## config.mk

```make
export PLATFORM = sky130hd
export DESIGN_NAME = irq_coalesce_ctl
export DESIGN_NICKNAME = d
export VERILOG_FILES = /design/src/rtl/coal_pkg.sv /design/src/rtl/coal_tick_div.sv /design/src/rtl/coal_delay_reg.sv /design/src/rtl/coal_window_fsm.sv /design/src/rtl/irq_coalesce_ctl.sv
export SDC_FILE = /design/constraint.sdc
export NUM_CORES = 1
export LEC_CHECK = 0
export ABC_AREA = 1
export BUFFER_PORTS_ARGS = -buffer_cell sky130_fd_sc_hd__buf_4
export CAP_MARGIN = 10
export CORE_MARGIN = 2
export CORE_UTILIZATION = 40
export DETAILED_ROUTE_END_ITERATION = 6
export PLACE_DENSITY_LB_ADDON = 0.05
export SLEW_MARGIN = 20
export SYNTH_ARGS = -nofsm -noshare
export SYNTH_HDL_FRONTEND = slang
export SYNTH_SLANG_ARGS = --single-unit
```

## constraint.sdc

```tcl
create_clock -name clk -period 3 [get_ports clk]
set_clock_uncertainty 0.2 [all_clocks]
set_input_delay 0.6 -clock clk [delete_from_list [all_inputs] [get_ports clk]]
set_output_delay 0.6 -clock clk [all_outputs]
set_load 0.03 [all_outputs]
```

## src/rtl/coal_pkg.sv

```systemverilog
`timescale 1ns/1ps
package coal_pkg;
    localparam int PERIOD_W = 14;
    localparam int REG_W    = 16;
    localparam int CAP_BIT  = 15;
    localparam int RSV_BIT  = 14;

    typedef enum logic [1:0] {
        CS_IDLE  = 2'd0,
        CS_COUNT = 2'd1,
        CS_FIRE  = 2'd2
    } coal_state_e;
endpackage

```

## src/rtl/coal_tick_div.sv

```systemverilog
`timescale 1ns/1ps
module coal_tick_div #(
    parameter int CYC_PER_US = 100
) (
    input  logic clk,
    input  logic rst,
    output logic tick
);
    generate
        if (CYC_PER_US > 1) begin : g_div
            localparam int CW = $clog2(CYC_PER_US);
            localparam logic [CW-1:0] LAST = CW'(CYC_PER_US - 1);
            logic [CW-1:0] div_cnt;

            always_ff @(posedge clk) begin
                if (rst)
                    div_cnt <= '0;
                else if (div_cnt == LAST)
                    div_cnt <= '0;
                else
                    div_cnt <= div_cnt + 1'b1;
            end

            assign tick = (div_cnt == LAST);

            // the tick lasts one cycle and is never back to back
            p_tick_gap_r5: assert property (@(posedge clk) disable iff (rst)
                tick |=> !tick);
        end else begin : g_pass
            assign tick = 1'b1;
        end
    endgenerate
endmodule

```

## src/rtl/coal_delay_reg.sv

```systemverilog
`timescale 1ns/1ps
module coal_delay_reg
    import coal_pkg::*;
#(
    parameter int              ADDR_W      = 8,
    parameter logic [ADDR_W-1:0] REG_OFFSET = 8'h0C,
    parameter bit              CAP_PRESENT = 1'b1
) (
    input  logic                clk,
    input  logic                rst,
    input  logic [ADDR_W-1:0]   addr,
    input  logic                wr_en,
    input  logic [REG_W-1:0]    wr_data,
    output logic [REG_W-1:0]    rd_data,
    output logic [PERIOD_W-1:0] period
);
    logic sel;
    logic [REG_W-1:0] word;

    assign sel = (addr == REG_OFFSET);

    generate
        if (CAP_PRESENT) begin : g_store
            logic [PERIOD_W-1:0] period_q;
            always_ff @(posedge clk) begin
                if (rst)
                    period_q <= '0;
                else if (sel && wr_en)
                    period_q <= wr_data[PERIOD_W-1:0];
            end
            assign period = period_q;
        end else begin : g_absent
            assign period = '0;
        end
    endgenerate

    always_comb begin
        word                    = '0;
        word[PERIOD_W-1:0]      = period;
        word[RSV_BIT]           = 1'b0;
        word[CAP_BIT]           = CAP_PRESENT;
        rd_data                 = sel ? word : '0;
    end

    // the reserved bit never reads as one
    p_reserved_zero_r2: assert property (@(posedge clk) disable iff (rst)
        rd_data[RSV_BIT] == 1'b0);

    // an accepted write shows up as the period on the next cycle
    p_write_lands_r2: assert property (@(posedge clk) disable iff (rst)
        (sel && wr_en && CAP_PRESENT) |=> (period == $past(wr_data[PERIOD_W-1:0])));

    // with no write to this word the period holds
    p_hold_period_r3: assert property (@(posedge clk) disable iff (rst)
        !(sel && wr_en) |=> $stable(period));

    // other addresses read zero
    p_other_zero_r3: assert property (@(posedge clk) disable iff (rst)
        !sel |-> (rd_data == '0));
endmodule

```

## src/rtl/coal_window_fsm.sv

```systemverilog
`timescale 1ns/1ps
module coal_window_fsm
    import coal_pkg::*;
(
    input  logic                clk,
    input  logic                rst,
    input  logic                tick,
    input  logic                req,
    input  logic                ack,
    input  logic [PERIOD_W-1:0] period,
    output logic                irq
);
    coal_state_e         st, st_nxt;
    logic [PERIOD_W-1:0] cnt;
    logic                carry;
    logic                zero_period;
    logic                has_more;
    logic                load_cnt;
    logic                last_tick;

    assign zero_period = (period == '0);
    assign has_more    = carry || req;
    assign last_tick   = tick && (cnt == PERIOD_W'(1));

    // next-state logic
    always_comb begin
        st_nxt   = st;
        load_cnt = 1'b0;
        unique case (st)
            CS_IDLE: begin
                if (req) begin
                    if (zero_period) begin
                        st_nxt = CS_FIRE;             // direct
                    end else begin
                        st_nxt   = CS_COUNT;          // start
                        load_cnt = 1'b1;
                    end
                end
            end
            CS_COUNT: begin
                if (last_tick)
                    st_nxt = CS_FIRE;                 // expire
            end
            CS_FIRE: begin
                if (ack) begin
                    if (!has_more) begin
                        st_nxt = CS_IDLE;             // release
                    end else if (zero_period) begin
                        st_nxt = CS_FIRE;             // refire
                    end else begin
                        st_nxt   = CS_COUNT;          // rearm
                        load_cnt = 1'b1;
                    end
                end
            end
            default: st_nxt = CS_IDLE;
        endcase
    end

    // state register
    always_ff @(posedge clk) begin
        if (rst)
            st <= CS_IDLE;
        else
            st <= st_nxt;
    end

    // window countdown
    always_ff @(posedge clk) begin
        if (rst)
            cnt <= '0;
        else if (load_cnt)
            cnt <= period;
        else if (st == CS_COUNT && tick)
            cnt <= cnt - 1'b1;
    end

    // request carried across a pending interrupt
    always_ff @(posedge clk) begin
        if (rst)
            carry <= 1'b0;
        else if (st == CS_FIRE) begin
            if (ack)
                carry <= 1'b0;
            else if (req)
                carry <= 1'b1;
        end else
            carry <= 1'b0;
    end

    // outputs
    always_comb begin
        irq = (st == CS_FIRE);
    end

    // zero period sends a request straight to the interrupt
    p_bypass_r4: assert property (@(posedge clk) disable iff (rst)
        (st == CS_IDLE && req && zero_period) |=> irq);

    // an open window always has ticks left to count
    p_cnt_live_r5: assert property (@(posedge clk) disable iff (rst)
        (st == CS_COUNT) |-> (cnt != '0));

    // no fire before the last tick
    p_no_early_r5: assert property (@(posedge clk) disable iff (rst)
        (st == CS_COUNT && !last_tick) |=> (st == CS_COUNT));

    // a request during a window does not reload the count
    p_no_restart_r6: assert property (@(posedge clk) disable iff (rst)
        (st == CS_COUNT && req && !tick) |=> (cnt == $past(cnt)));

    // the interrupt holds until acknowledged
    p_irq_hold_r7: assert property (@(posedge clk) disable iff (rst)
        (irq && !ack) |=> irq);

    // acknowledge with nothing carried drops the interrupt
    p_ack_drop_r7: assert property (@(posedge clk) disable iff (rst)
        (irq && ack && !has_more) |=> !irq);

    // a carried request with a nonzero period reopens a window
    p_rearm_r8: assert property (@(posedge clk) disable iff (rst)
        (irq && ack && has_more && !zero_period) |=> (st == CS_COUNT));
endmodule

```

## src/rtl/irq_coalesce_ctl.sv

```systemverilog
`timescale 1ns/1ps
module irq_coalesce_ctl
    import coal_pkg::*;
#(
    parameter int          CYC_PER_US       = 100,
    parameter logic [7:0]  DELAY_REG_OFFSET = 8'h0C,
    parameter bit          CAP_PRESENT      = 1'b1
) (
    input  logic        clk,
    input  logic        rst,
    input  logic [7:0]  reg_addr,
    input  logic        reg_wr_en,
    input  logic [15:0] reg_wr_data,
    output logic [15:0] reg_rd_data,
    input  logic        cmpl_irq_req,
    input  logic        irq_ack,
    output logic        irq_out
);
    logic                us_tick;
    logic [PERIOD_W-1:0] period;

    coal_tick_div #(.CYC_PER_US(CYC_PER_US)) u_div (
        .clk  (clk),
        .rst  (rst),
        .tick (us_tick)
    );

    coal_delay_reg #(
        .ADDR_W      (8),
        .REG_OFFSET  (DELAY_REG_OFFSET),
        .CAP_PRESENT (CAP_PRESENT)
    ) u_reg (
        .clk     (clk),
        .rst     (rst),
        .addr    (reg_addr),
        .wr_en   (reg_wr_en),
        .wr_data (reg_wr_data),
        .rd_data (reg_rd_data),
        .period  (period)
    );

    coal_window_fsm u_fsm (
        .clk    (clk),
        .rst    (rst),
        .tick   (us_tick),
        .req    (cmpl_irq_req),
        .ack    (irq_ack),
        .period (period),
        .irq    (irq_out)
    );

    // the capability flag reads set whenever the word is addressed
    p_cap_flag_r1: assert property (@(posedge clk) disable iff (rst)
        (reg_addr == DELAY_REG_OFFSET) |-> (reg_rd_data[CAP_BIT] == CAP_PRESENT));
endmodule

```

==> impl_results.md <==
* DRT iter0 DRCs at 100
* First-pass DRT Iterations at 4
* Total power at 1.05 mW
* Final TNS setup at 0 ps
* Logic gate share of total power at 0.096
* Routed Antenna Nets at 0
* Fraction of layout cells with a size suffix above 1 at 0.159
* FF-to-FF Start: u_fsm.st[0]$_SDFFE_PP0P_
* Endpoint class of the critical path: output port
* Net Sw Frac at 0.242
* R2R Setup Slk at 860 ps
* Die width at a little under 80 µm
* Routability congestion estimate at around 0.82
* MaxCap Viol Count at 0
* Worst R2R End: u_fsm.cnt[11]$_SDFFE_PP0P_
* Initial antenna violation count at 0
* Critical Path Start: reg_addr[1]
* DR WL/cell at 11.0 µm
* Critical Path RT at between 2000 and 2500 ps
* Hpwl dp at 3.85 mm
* Final core occ at 0.493
* Post-CTS setup buffers at 0
* Top_reg_cell synth: dfxtp_1
* Synthesized area per cell at 6.18 µm²
* Port bufs at 42
* Final period util at 0.773
* Leak at between 1 and 1.5 nW
* Worst Tran Pin Value at between 800 and 900 ps
* Post-cts resize count at 0
* Via count at 2213
* CTS root buffer: clkbuf_8
* First-pass GRT wire length at 9.33 mm
* Core area at 0.00544 mm²
* Final WL at between 5 and 6 mm
* GRT Total Usage at 0.186
* CTS tree: done
* Async SR Flop Fraction at 0
* Reg area at 761 µm²
* Filler cells at 590
* Clock sinks at 38
* Footprint of the multi-input gates at 0.00122 mm²
* Clock Power Share at 0.411
* Post-DP Area at 0.00257 mm²
* Setup ws final at just under 700 ps
* Yosys reg bits at 38
* Area growth, synth to finish at 20.1%
* Final Cell Area at 0.00268 mm²
* Dpl cells at 461
* Fin Hold WS at 281 ps
* H-Tree Depth at 2
* Outcome: finished clean
* Setup-failing EPs final at 0
* Sequential element share of the synthesized area at 0.341
* Post-synth EDFFs at 0
* Mapped cell area at 0.00223 mm²
* Clk Latency, worst-skew pair at approximately 290 ps
* GRT overflow at 0
* Largest net degree at the start of global routing at 31
* Unique cell type count in the Yosys netlist at 30
* Max-Slew Margin vs Limit at 0.463
* FP Rows at 27
* CTS Buf Count at 5
* Sequential power share at 0.494
* Ports at 46
* Die height at a little under 80 µm
* HP Class: flop to flop
* Pint at 0.795 mW
* Number of diodes at 0
* Post-synth net total at a little under 400
* Clock Pin Slew Worst Setup and Hold Paths at 80 ps
* Hold buffers post-CTS at 0
* Sw power at between 0.2 and 0.3 mW
* Syn Inst Count at ~360
* Crit path max fanout at 30
* Fmax at 431 MHz
* Worst Setup EP: reg_rd_data[1]
* Power Density at between 300 and 400 mW/mm²
* Critical path class: input port to output port
* R2R depth at 8
* Clock buffer depth at 2
* Final Hold Fails at 0
* Starting Density at 0.410
* Crit path time final at between 2000 and 2500 ps
* Post-place setup slack at 576 ps
* RSZ-0062 raised after global routing: false
* DRC at 0
* Vias in the first global route at 2124
* WP data arrival at between 1500 and 2000 ps
* Peak supply drop at 164 µV
* Yosys warning count at 0
* Crit path launch type: input port
* Slew Limit Fails at 0
* Vias per cell at approximately 4.7
* Post-Layout Cell Count at 469
* Layout net count at 428
* Die area at 0.00619 mm²
-- kinds of logic after synthesis --
| logic type | Yosys count | synth area share |
|---|---|---|
| AO/OA/AOI/OAI | 45 | 0.124 |
| flip-flops | 38 | 0.341 |
| adder cells (fa/ha/maj) | 3 | 0.0168 |
| buffers and inverters | 61 | 0.110 |
| AND/OR/NAND/NOR | 209 | 0.390 |
| other | 1 | 0.00168 |
| XOR/XNOR | 4 | 0.0157 |
-- cell usage after synthesis, types with 2 or more instances --
cell / instances / area share
nand2_1: 60 / 0.10
a21oi_1: 9 / 0.020
dfxtp_1: 38 / 0.34
nand2_2: 2 / 0.0056
buf_4: 2 / 0.0067
nand4_1: 2 / 0.0056
nor3_1: 18 / 0.040
o21ai_0: 23 / 0.052
ha_1: 3 / 0.017
inv_1: 44 / 0.074
buf_2: 2 / 0.0045
nor2_1: 102 / 0.17
clkbuf_1: 9 / 0.015
nor2_2: 5 / 0.014
nand3_1: 15 / 0.034
o2111ai_1: 11 / 0.043
xor2_1: 3 / 0.012
-- flip-flops by register name, summed over array words and instances (netlist names) --
| name | cells |
|---|---|
| u_div.g_div.div_cnt | 7 |
| u_fsm.st | 2 |
| u_fsm.cnt | 14 |
| u_fsm.carry | 1 |
| u_reg.period | 14 |
-- power by group through the flow --
stage	Combinational (mW)	Sequential, mW	Clock, mW
3_3_place_gp	0.101	0.529	0
4_1_cts	0.101	0.517	0.445
6_report	0.101	0.517	0.431
5_1_grt	0.114	0.519	0.469
3_5_place_dp	0.101	0.529	0
2_1_floorplan	0.0653	0.528	0
-- worst max-delay path: stages --
cell and delay, ps:
buf_4 100, nor3_1 170, nand3_1 90, buf_4 230, nor2_1 140, buf_4 180
-- area by class of cell --
cell class | count | share of cell area
sequential | 38 | 0.284
timing repair buffer | 43 | 0.121
clock inverter | 3 | 0.0149
multi-input combinational | 262 | 0.457
inverter | 46 | 0.0645
tap | 72 | 0.0336
clock buffer | 5 | 0.0257
-- per-layer routing --
layer,part of all wire,up-vias,wire (µm),track usage
met5,0,-,0,0
met4,0.0076,0,39,0.0632
met3,0.043,4,221,0.0437
met2,0.45,50,2340,0.309
met1,0.50,947,2550,0.238
li1,-,1212,-,-
-- placed cells by master, fill, tap and decap left out, types with 2 or more instances in the layout --
cell type  instances
nor3_1            18
clkbuf_8           5
dfxtp_1           38
o21ai_0           23
inv_1             44
nand3_1           15
nand4_1            2
nand2_2            2
clkinv_2           2
nand2_1           60
buf_4             43
nor2_2             5
a21oi_1            9
o2111ai_1         11
xor2_1             3
nor2_1           102
ha_1               3
-- how the worst min path moves through the flow --
stage	from	end	slack, ps	depth (start not counted)
floorplan	u_div.g_div.div_cnt[0]$_SDFF_PP0_	u_div.g_div.div_cnt[0]$_SDFF_PP0_	230	1
global placement	u_div.g_div.div_cnt[0]$_SDFF_PP0_	u_div.g_div.div_cnt[0]$_SDFF_PP0_	250	1
detailed placement	u_div.g_div.div_cnt[0]$_SDFF_PP0_	u_div.g_div.div_cnt[0]$_SDFF_PP0_	260	1
CTS	u_div.g_div.div_cnt[0]$_SDFF_PP0_	u_div.g_div.div_cnt[0]$_SDFF_PP0_	280	1
global route	u_div.g_div.div_cnt[4]$_SDFF_PP0_	u_div.g_div.div_cnt[4]$_SDFF_PP0_	320	2
finish	u_div.g_div.div_cnt[0]$_SDFF_PP0_	u_div.g_div.div_cnt[0]$_SDFF_PP0_	280	1
Note: power is estimated with default switching activity, not from simulation.
